$ cat src/rtl/crc_fix_pkg.sv
package crc_fix_pkg;

  localparam logic [15:0] CRC_POLY = 16'h1021;

  typedef enum logic [1:0] {
    BLK_CLEAN = 2'b00,
    BLK_FIXED = 2'b01,
    BLK_BAD   = 2'b10
  } blk_status_e;

  typedef enum logic [1:0] {
    ST_COLLECT = 2'b00,
    ST_LOCATE  = 2'b01,
    ST_EMIT    = 2'b10
  } phase_e;

  // One LFSR step with serial input bit, MSB-first.
  function automatic logic [15:0] crc_shift(input logic [15:0] c, input logic din);
    logic fb;
    fb = c[15] ^ din;
    return {c[14:0], 1'b0} ^ (fb ? CRC_POLY : 16'h0000);
  endfunction

  function automatic logic [15:0] crc_byte(input logic [15:0] c, input logic [7:0] b);
    logic [15:0] r;
    r = c;
    for (int i = 7; i >= 0; i--) r = crc_shift(r, b[i]);
    return r;
  endfunction

endpackage

$ cat src/rtl/crc_fix_crc_acc.sv
module crc_fix_crc_acc
  import crc_fix_pkg::*;
(
  input  logic        clk,
  input  logic        rst_n,
  input  logic        clr,
  input  logic        en,
  input  logic [7:0]  byte_in,
  output logic [15:0] crc
);
  always_ff @(posedge clk) begin
    if (!rst_n)   crc <= 16'h0000;
    else if (clr) crc <= 16'h0000;
    else if (en)  crc <= crc_byte(crc, byte_in);
  end

  // zero seed means an untouched accumulator stays zero after clearing
  a_r3_clear_to_zero: assert property (@(posedge clk) disable iff (!rst_n)
    clr |=> crc == 16'h0000);
endmodule

$ cat src/rtl/crc_fix_store.sv
module crc_fix_store #(
  parameter int DEPTH = 64,
  parameter int AW    = $clog2(DEPTH)
) (
  input  logic          clk,
  input  logic          we,
  input  logic [AW-1:0] waddr,
  input  logic [7:0]    wdata,
  input  logic [AW-1:0] raddr,
  output logic [7:0]    rdata
);
  logic [7:0] mem [DEPTH];

  always_ff @(posedge clk) begin
    if (we) mem[waddr] <= wdata;
  end

  assign rdata = mem[raddr];
endmodule

$ cat src/rtl/crc_fix_locator.sv
module crc_fix_locator
  import crc_fix_pkg::*;
#(
  parameter int NBITS = 512,
  parameter int IW    = $clog2(NBITS)
) (
  input  logic          clk,
  input  logic          rst_n,
  input  logic          start,
  input  logic [15:0]   syn_in,
  output logic          busy,
  output logic          done,
  output logic          found,
  output logic [IW-1:0] bit_idx
);
  localparam logic [IW-1:0] LAST_STEP = IW'(NBITS - 1);

  logic [15:0]   pat;
  logic [15:0]   syn_q;
  logic [IW-1:0] step;
  logic          hit;

  assign hit     = busy && (pat == syn_q);
  assign done    = hit || (busy && step == LAST_STEP);
  assign found   = hit;
  assign bit_idx = LAST_STEP - step;

  always_ff @(posedge clk) begin
    if (!rst_n) begin
      busy  <= 1'b0;
      pat   <= 16'h0000;
      syn_q <= 16'h0000;
      step  <= '0;
    end else if (start) begin
      busy  <= 1'b1;
      pat   <= CRC_POLY;  // x^16 mod G: syndrome of an error in the final data bit
      syn_q <= syn_in;
      step  <= '0;
    end else if (busy) begin
      if (done) begin
        busy <= 1'b0;
      end else begin
        pat  <= crc_shift(pat, 1'b0);  // candidate moves one bit earlier
        step <= step + IW'(1);
      end
    end
  end

  // a search is never restarted while running
  a_r8_start_idle: assert property (@(posedge clk) disable iff (!rst_n)
    start |-> !busy);
  // the LFSR pattern never collapses to zero during a search
  a_r8_pattern_live: assert property (@(posedge clk) disable iff (!rst_n)
    busy |-> pat != 16'h0000);
  // an unfinished search advances exactly one position per cycle
  a_r8_one_step: assert property (@(posedge clk) disable iff (!rst_n)
    busy && !done && !start |=> busy && step == $past(step) + IW'(1));
endmodule

$ cat src/rtl/crc_fix_corrector.sv
module crc_fix_corrector
  import crc_fix_pkg::*;
#(
  parameter int BLOCK_BYTES = 64
) (
  input  logic       clk,
  input  logic       rst_n,
  input  logic       in_valid,
  output logic       in_ready,
  input  logic [7:0] in_data,
  output logic       out_valid,
  input  logic       out_ready,
  output logic [7:0] out_data,
  output logic       out_last,
  output logic [1:0] out_status
);
  localparam int NBITS = 8 * BLOCK_BYTES;
  localparam int AW    = $clog2(BLOCK_BYTES);
  localparam int IW    = $clog2(NBITS);
  localparam int CW    = $clog2(BLOCK_BYTES + 2);
  localparam logic [CW-1:0] CNT_HI   = CW'(BLOCK_BYTES);
  localparam logic [CW-1:0] CNT_LO   = CW'(BLOCK_BYTES + 1);
  localparam logic [AW-1:0] LAST_ADR = AW'(BLOCK_BYTES - 1);

  if (BLOCK_BYTES < 2 || BLOCK_BYTES > 256) begin : g_bad_size
    $error("BLOCK_BYTES must lie in 2..256");
  end

  phase_e        state;
  blk_status_e   status_q;
  logic [CW-1:0] rx_cnt;
  logic [7:0]    crc_hi;
  logic [AW-1:0] tx_addr;
  logic [AW-1:0] fix_addr;
  logic [7:0]    fix_mask;

  logic          in_fire, out_fire;
  logic          is_data, is_lo;
  logic [15:0]   crc_val, syn_now;
  logic [7:0]    rd_data;
  logic          loc_start, loc_busy, loc_done, loc_found;
  logic [IW-1:0] loc_idx;

  assign in_ready  = (state == ST_COLLECT);
  assign out_valid = (state == ST_EMIT);
  assign in_fire   = in_valid && in_ready;
  assign out_fire  = out_valid && out_ready;
  assign is_data   = rx_cnt < CNT_HI;
  assign is_lo     = rx_cnt == CNT_LO;
  assign syn_now   = crc_val ^ {crc_hi, in_data};
  assign loc_start = in_fire && is_lo && (syn_now != 16'h0000);

  crc_fix_crc_acc u_acc (
    .clk     (clk),
    .rst_n   (rst_n),
    .clr     (in_fire && is_lo),
    .en      (in_fire && is_data),
    .byte_in (in_data),
    .crc     (crc_val)
  );

  crc_fix_store #(.DEPTH(BLOCK_BYTES), .AW(AW)) u_store (
    .clk   (clk),
    .we    (in_fire && is_data),
    .waddr (AW'(rx_cnt)),
    .wdata (in_data),
    .raddr (tx_addr),
    .rdata (rd_data)
  );

  crc_fix_locator #(.NBITS(NBITS), .IW(IW)) u_loc (
    .clk     (clk),
    .rst_n   (rst_n),
    .start   (loc_start),
    .syn_in  (syn_now),
    .busy    (loc_busy),
    .done    (loc_done),
    .found   (loc_found),
    .bit_idx (loc_idx)
  );

  always_ff @(posedge clk) begin
    if (!rst_n) begin
      state    <= ST_COLLECT;
      status_q <= BLK_CLEAN;
      rx_cnt   <= '0;
      crc_hi   <= 8'h00;
      tx_addr  <= '0;
      fix_addr <= '0;
      fix_mask <= 8'h00;
    end else begin
      unique case (state)
        ST_COLLECT: if (in_fire) begin
          if (rx_cnt == CNT_HI) crc_hi <= in_data;
          if (is_lo) begin
            rx_cnt  <= '0;
            tx_addr <= '0;
            if (syn_now == 16'h0000) begin
              status_q <= BLK_CLEAN;
              fix_mask <= 8'h00;
              state    <= ST_EMIT;
            end else begin
              state <= ST_LOCATE;
            end
          end else begin
            rx_cnt <= rx_cnt + CW'(1);
          end
        end
        ST_LOCATE: if (loc_done) begin
          if (loc_found) begin
            status_q <= BLK_FIXED;
            fix_addr <= loc_idx[IW-1:3];
            fix_mask <= 8'h80 >> loc_idx[2:0];
          end else begin
            status_q <= BLK_BAD;
            fix_mask <= 8'h00;
          end
          state <= ST_EMIT;
        end
        ST_EMIT: if (out_fire) begin
          if (tx_addr == LAST_ADR) state <= ST_COLLECT;
          else tx_addr <= tx_addr + AW'(1);
        end
        default: state <= ST_COLLECT;
      endcase
    end
  end

  assign out_data   = rd_data ^ ((tx_addr == fix_addr) ? fix_mask : 8'h00);
  assign out_last   = out_valid && (tx_addr == LAST_ADR);
  assign out_status = status_q;

  // a stalled output byte and its flags do not change
  a_r2_hold_under_stall: assert property (@(posedge clk) disable iff (!rst_n)
    out_valid && !out_ready |=> out_valid && $stable(out_data) && $stable(out_last)
                                && $stable(out_status));
  // taking the last CRC byte closes the input
  a_r2_close_input: assert property (@(posedge clk) disable iff (!rst_n)
    in_fire && is_lo |=> !in_ready);
  // a clean block is streamed straight from storage
  a_r4_clean_untouched: assert property (@(posedge clk) disable iff (!rst_n)
    out_valid && out_status == BLK_CLEAN |-> out_data == rd_data);
  // an uncorrectable block is streamed straight from storage
  a_r7_bad_untouched: assert property (@(posedge clk) disable iff (!rst_n)
    out_valid && out_status == BLK_BAD |-> out_data == rd_data);
  // status never takes the unused code
  a_r5_status_legal: assert property (@(posedge clk) disable iff (!rst_n)
    out_valid |-> out_status != 2'b11);
  // the locator is running whenever the block waits on it
  a_r8_search_live: assert property (@(posedge clk) disable iff (!rst_n)
    state == ST_LOCATE |-> loc_busy);
  // the final accepted byte reopens the input
  a_r9_reopen: assert property (@(posedge clk) disable iff (!rst_n)
    out_fire && out_last |=> in_ready && !out_valid);
endmodule

$ cat config.mk
export PLATFORM = sky130hd
export DESIGN_NAME = crc_fix_corrector
export DESIGN_NICKNAME = d
export VERILOG_FILES = /design/src/rtl/crc_fix_pkg.sv /design/src/rtl/crc_fix_crc_acc.sv /design/src/rtl/crc_fix_store.sv /design/src/rtl/crc_fix_locator.sv /design/src/rtl/crc_fix_corrector.sv
export SDC_FILE = /design/constraint.sdc
export NUM_CORES = 1
export LEC_CHECK = 0
export CORE_MARGIN = 2
export CORE_UTILIZATION = 35
export CTS_BUF_LIST = sky130_fd_sc_hd__clkbuf_4 sky130_fd_sc_hd__clkbuf_8
export DETAILED_ROUTE_END_ITERATION = 6
export DONT_BUFFER_PORTS = 1
export PLACE_DENSITY = 0.55
export SLEW_MARGIN = 20
export SYNTH_ARGS = -nofsm -noshare
export SYNTH_HDL_FRONTEND = slang
export SYNTH_HIERARCHICAL = 1
export SYNTH_SLANG_ARGS = --single-unit
$ cat constraint.sdc
create_clock -name clk -period 2.45 [get_ports clk]
set_input_delay 0.49 -clock clk [delete_from_list [all_inputs] [get_ports clk]]
set_output_delay 0.49 -clock clk [all_outputs]
set_load 0.02 [all_outputs]
; Word-level counts from Yosys, hierarchy flattened
; Memories as Yosys holds them, arrays and structs flattened. A register that Yosys moved wholly into a read port is not among the register bits.
; Index checks and enable logic that the tools add are counted.
; W data, S select, Z words.
[classes]
addsub = 4
magnitude_cmp = 1
eq_ne = 16
n_shift = 1
mux = 45
bitwise = 21
n_reduce_logical = 25
[ops]
columns = op, n
row1 = $mux W13, 12
row2 = $xor A16 B16 Y16, 9
row3 = $mux W8, 6
row4 = $mux W6, 6
row5 = $mux W2, 11
row6 = $eq A16 B16 Y1, 1
row7 = $logic_not A16 Y1, 1
row8 = $pmux W8 S2, 1
row9 = $reduce_bool A16 Y1, 1
row10 = $xor A16 B13 Y16, 1
row11 = $reduce_and A5 Y1, 3
row12 = $eq A7 B7 Y1 const B, 2
row13 = $pmux W6 S2, 1
row14 = $ne A2 B1 Y1 const B, 5
row15 = $add A9 B1 Y9 const B, 1
row16 = $eq A9 B9 Y1 const B, 1
row17 = $sub A9 B9 Y9 const A, 1
row18 = $logic_and A1 B1 Y1, 8
row19 = $shr A8 B3 Y8 const A, 1
row20 = $xor A1 B1 Y1, 8
row21 = $xor A8 B8 Y8, 1
row22 = $add A7 B1 Y7 const B, 1
row23 = $lt A7 B7 Y1 const B, 1
row24 = $mux W7, 1
row25 = 16 further kinds, 29
[word_totals]
register_bits = 97
ramBits = 512
input_bits = 12
output_inout_bits = 13
word_cells = 127
mem_count = 1
[memory_table]
columns = name, words, word_bits, rd, rd_clocked_by_memory_dff, write_ports, line
row1 = u_store.mem, 64, 8, 1, 1, 1, crc_fix_store.sv:12  ; logic [7:0] mem [DEPTH];

; Longest topological paths before layout
[logic_depth]
depth_word = 24
ltp_mapped = 11
mapped_depth_nobuf = 9

; Hierarchy
; The synthesis kept the hierarchy.
[modules_own_cells]
columns = mod, instances, cells_each, area_each_um2, seq_area_each_um2
row1 = crc_fix_store, 1, 932, 20006.7, 15374.7
row2 = crc_fix_corrector, 1, 216, 1986.9, 780.7
row3 = crc_fix_locator, 1, 196, 1901.8, 840.8
row4 = crc_fix_crc_acc, 1, 80, 964.7, 320.3

; Least setup slack after synthesis
; No wires, ideal clock.
[synth_path]
path_type = reg-to-output
startpoint = reg tx_addr[0]
endpoint = out out_data[3]
arrival_ps = 2439
t_required_ps = 1960
path_slack_ps = -479
path_stages_with_launch = 8
n_path_buf = 2
cell_sequence = dfxtp_1 -> buf_6 -> buf_4 -> mux4_2 -> mux4_2 -> o21ai_1 -> o41ai_1 -> xnor2_1
[synth_via]
elab_chain_cells = 3
[synth_lines]
columns = item, line
row1 = from (decl), crc_fix_corrector.sv:33  ; logic [AW-1:0] tx_addr;
row2 = from (signal assigned), crc_fix_corrector.sv:122  ; else tx_addr <= tx_addr + AW'(1);
row3 = $eq A6 B6 Y1, crc_fix_corrector.sv:129  ; assign out_data = rd_data ^ ((tx_addr == fix_addr) ? fix_mask : 8'h00);
row4 = $mux W8, crc_fix_corrector.sv:129
row5 = $xor A8 B8 Y8, crc_fix_corrector.sv:129
row6 = to (decl), crc_fix_corrector.sv:13  ; output logic [7:0] out_data,
; Every way passes these cells.

; Final worst setup path
; Ends and elaborated chain as after synthesis.

==> metrics.csv <==
stage;metric;value;unit
floorplanning;start_util;0.354;
critical_path;worstSetupPathType;reg2out;
yosys;synthArstFlopShare;0;
place;dp_hpwl;38200;um
global_route;use_met2;0.272;
finish;drive_gt1_frac;0.342;
clock_tree;cts_buffer_depth;3;
yosys;yosysMostFrequentCell;edfxtp_1;
timing;rsz0062_at_grt;yes;
yosys;yosysTopAreaCell;edfxtp_1;
global_route;globalRoute.totalOverflow;0;
critical_path;reg2reg_from;tx_addr[0];
routing;vias_per_cell;5.07;
timing;setup_slack;-1.30;ns
global_route;grt.busiest_layer;met2;
hold_path;hold_path_end;u_acc/crc[4];
critical_path;reg2regPathDepth;11;
yosys;ys.flop_type;edfxtp_1;
critical_path;reg2reg_to;tx_addr[1];
clock_tree;cts_buffers;99;
yosys;synthCells;1424;
yosys;yosys.cell_types.count;70;
global_route;grt_pass1_vias;14100;
power_and_ir_drop;power_density;704;nW/um^2
timing;finalHoldViolCount;0;
power_and_ir_drop;vdd_drop_max;0.492;mV
floorplanning;die_x;271;um
yosys;yosys_warnings;6;
timing;holdWs;0.0817;ns
clock_tree;clkSlewWorstSetupHoldPaths;0.06;ns
routing;vias;13600;
global_route;grt_pass1_wl;92200;um
floorplanning;core;70100;um^2
power_and_ir_drop;p_leak;9.90;nW
timing;relSlewSlack;0.389;
critical_path;endpoint_kind;output pin;
critical_path;critical_path_peak_fanout;6;
place;port_buffers;0;
floorplanning;dieArea;73200;um^2
yosys;synth_commonest_cells;edfxtp_1 (512), nor2_1 (134), mux4_2 (126), dfxtp_1 (97), mux2i_1 (63);
global_route;grt_max_degree;66;
routing;drc;0;
yosys;ys_top_cells_by_area;edfxtp_1 (62%), mux4_2 (11%), dfxtp_1 (7.8%);
clock_tree;cts_max_level;3;
timing;report.final.slew_viol_count;0;
timing;fin_crit_sh;1.53;
finish;num-fill-cells;6322;
yosys;synth-seq-cells;609;
run;max_cap_viol_count;0;
critical_path;cp.arrival;3.26;ns
timing;worst_pin_slew;0.914;ns
timing;min_period;3.75;ns
clock_tree;clk_root_buffer_cell;clkbuf_8;
routing;wl;62800;um
clock_tree;tritoncts;done;
finish;synthToLayoutAreaGrowth;21.7;%
global_route;antenna_found_initial;1;
hold_path;hold_class;in2reg;
place;dp_slack;-0.817;ns
critical_path;critPathLaunchType;register;
power_and_ir_drop;p_total;0.0213;W
routing;wire_per_inst;23.3;um
clock_tree;clk_latency;0.70;ns
clock_tree;clock_sinks;609;
timing;fmax;0.267;GHz
routing;ant_nets;0;
finish;finalNetCount;1690;
outcome;violations;negative setup slack;
floorplanning;rows;97;
floorplanning;io_pins;25;
yosys;synth_top_area_frac;0.618;
critical_path;required;1.96;ns
global_route;use_met3;0.0405;
yosys;syn_area_per_cell;17.5;um^2
critical_path;r2r_slack;0.03;ns
yosys;synth_area;24900;um^2
outcome;status;finished, violations left;
floorplanning;fp.dieH;271;um
timing;setup_viol;9;
global_route;grt_usage;0.171;
yosys;syn_nets;1442;
routing;dr.pass1.iters;5;
global_route;use_met1;0.228;
yosys;synth_edf_count;512;
place;gp_congestion;0.810;
hold_path;min_from;in_data[4];
routing;first_iter_violations;1133;
timing;skew;0.0384;ns
hold_path;hold_depth;2;
yosys;synth.yosys.seq_area_share;0.697;
==> how the worst max path moves through the flow <==
stage | from | to | slack, ns | depth (start not counted)
2_1_floorplan | tx_addr[0] | out_data[7] | -0.20 | 8
3_3_place_gp | tx_addr[0] | out_data[3] | -0.83 | 8
3_5_place_dp | tx_addr[0] | out_data[3] | -0.82 | 8
4_1_cts | tx_addr[0] | out_data[6] | -1.36 | 10
5_1_grt | tx_addr[0] | out_data[2] | -1.38 | 10
6_report | tx_addr[0] | out_data[3] | -1.30 | 8
==> worst max-delay path, stage by stage, from the launching register on <==
cell and delay, ns:
dfxtp_4 0.42, buf_12 0.15, buf_12 0.13, mux4_2 0.52
mux4_2 0.53, o21ai_2 0.23, o41ai_2 0.13, xnor2_2 0.24
buf_4 0.19
==> timing repair <==
action	CTS	global route
hold endpoints to repair	547	0
gates cloned	3	1
endpoints found under the setup margin	11	34
gates resized for setup	50	41
hold buffers	9	0
pin swaps	7	23
setup buffers	7	12
==> cell type report <==
type / instances / area [um^2] / share of cell area
antenna: 1 / 2.50 / 0.0000827
sequential: 609 / 17300 / 0.573
clock inverter: 51 / 333 / 0.0110
multi-input combinational: 725 / 7530 / 0.249
tap: 940 / 1180 / 0.0389
timing repair buffer: 220 / 2200 / 0.0726
inverter: 17 / 63.8 / 0.00211
clock buffer: 129 / 1630 / 0.0537
==> registers in the layout (all words and copies together), names as in the netlist <==
name	cells
u_store/mem	512
u_acc/crc	16
u_loc/pat	16
u_loc/syn_q	16
u_loc/step	9
crc_hi	8
fix_mask	8
rx_cnt	7
fix_addr	6
tx_addr	6
out_status	2
state	2
u_loc/busy	1
==> power by group <==
group          switching (W)  internal [W]
sequential          0.000100        0.0113
clock                0.00406       0.00467
combinational       0.000559      0.000603
total                0.00472        0.0166
==> cells in the final DEF, fill, tap and decap left out, types with 6 or more instances in the layout <==
| cell type | netlist | routed |
|---|---|---|
| xor2_1 | 23 | 23 |
| nor2b_1 | 36 | 35 |
| o22ai_1 | 9 | 7 |
| clkbuf_8 | 0 | 105 |
| mux2_2 | 13 | 10 |
| a21oi_1 | 22 | 21 |
| xnor2_2 | 4 | 12 |
| buf_6 | 9 | 13 |
| nor2_1 | 134 | 119 |
| buf_12 | 2 | 16 |
| a211oi_1 | 11 | 11 |
| buf_4 | 13 | 175 |
| a22o_1 | 7 | 7 |
| o21ai_0 | 11 | 9 |
| nor3_2 | 0 | 6 |
| nand3b_1 | 8 | 8 |
| nand3_1 | 27 | 25 |
| xnor2_1 | 44 | 36 |
| dfxtp_1 | 97 | 89 |
| nand4_1 | 9 | 9 |
| clkinv_1 | 1 | 28 |
| o221ai_1 | 8 | 8 |
| inv_1 | 16 | 16 |
| clkinv_2 | 0 | 14 |
| nand2b_1 | 11 | 11 |
| nor4_1 | 7 | 6 |
| nor3_1 | 15 | 9 |
| mux4_2 | 126 | 126 |
| edfxtp_1 | 512 | 512 |
| mux2i_1 | 63 | 60 |
| xor3_1 | 6 | 6 |
| buf_16 | 0 | 11 |
| nor2_2 | 0 | 11 |
| nand2_1 | 48 | 45 |
| clkbuf_4 | 0 | 24 |
==> logic make-up after synthesis <==
group	share of synthesized area
compound gates	0.0353
fa+ha+maj	0.00302
simple gates	0.0611
mux	0.146
flops	0.697
buf+inv	0.0204
xor+xnor	0.0376
==> through the flow <==
| step | cells | utilization | setup TNS, ns | area [um^2] |
|---|---|---|---|---|
| final | 2692 | 0.431 | -10.36 | 30300 |
| after global routing | 2692 | 0.431 | -11.05 | 30300 |
| after CTS | 2681 | 0.427 | -10.86 | 30000 |
| after detailed placement | 2482 | 0.390 | -5.68 | 27300 |
| after global placement | 2482 | 0.390 | -6.08 | 27300 |
| after floorplan | 1424 | - | -1.36 | 25100 |
==> routing by layer <==
metal  part of all wire  wire [um]
met1               0.43      27300
met2               0.47      29700
met3              0.062       3870
met4              0.031       1970
met5                  0          0
No activity file was read; power rests on OpenSTA's default activity.
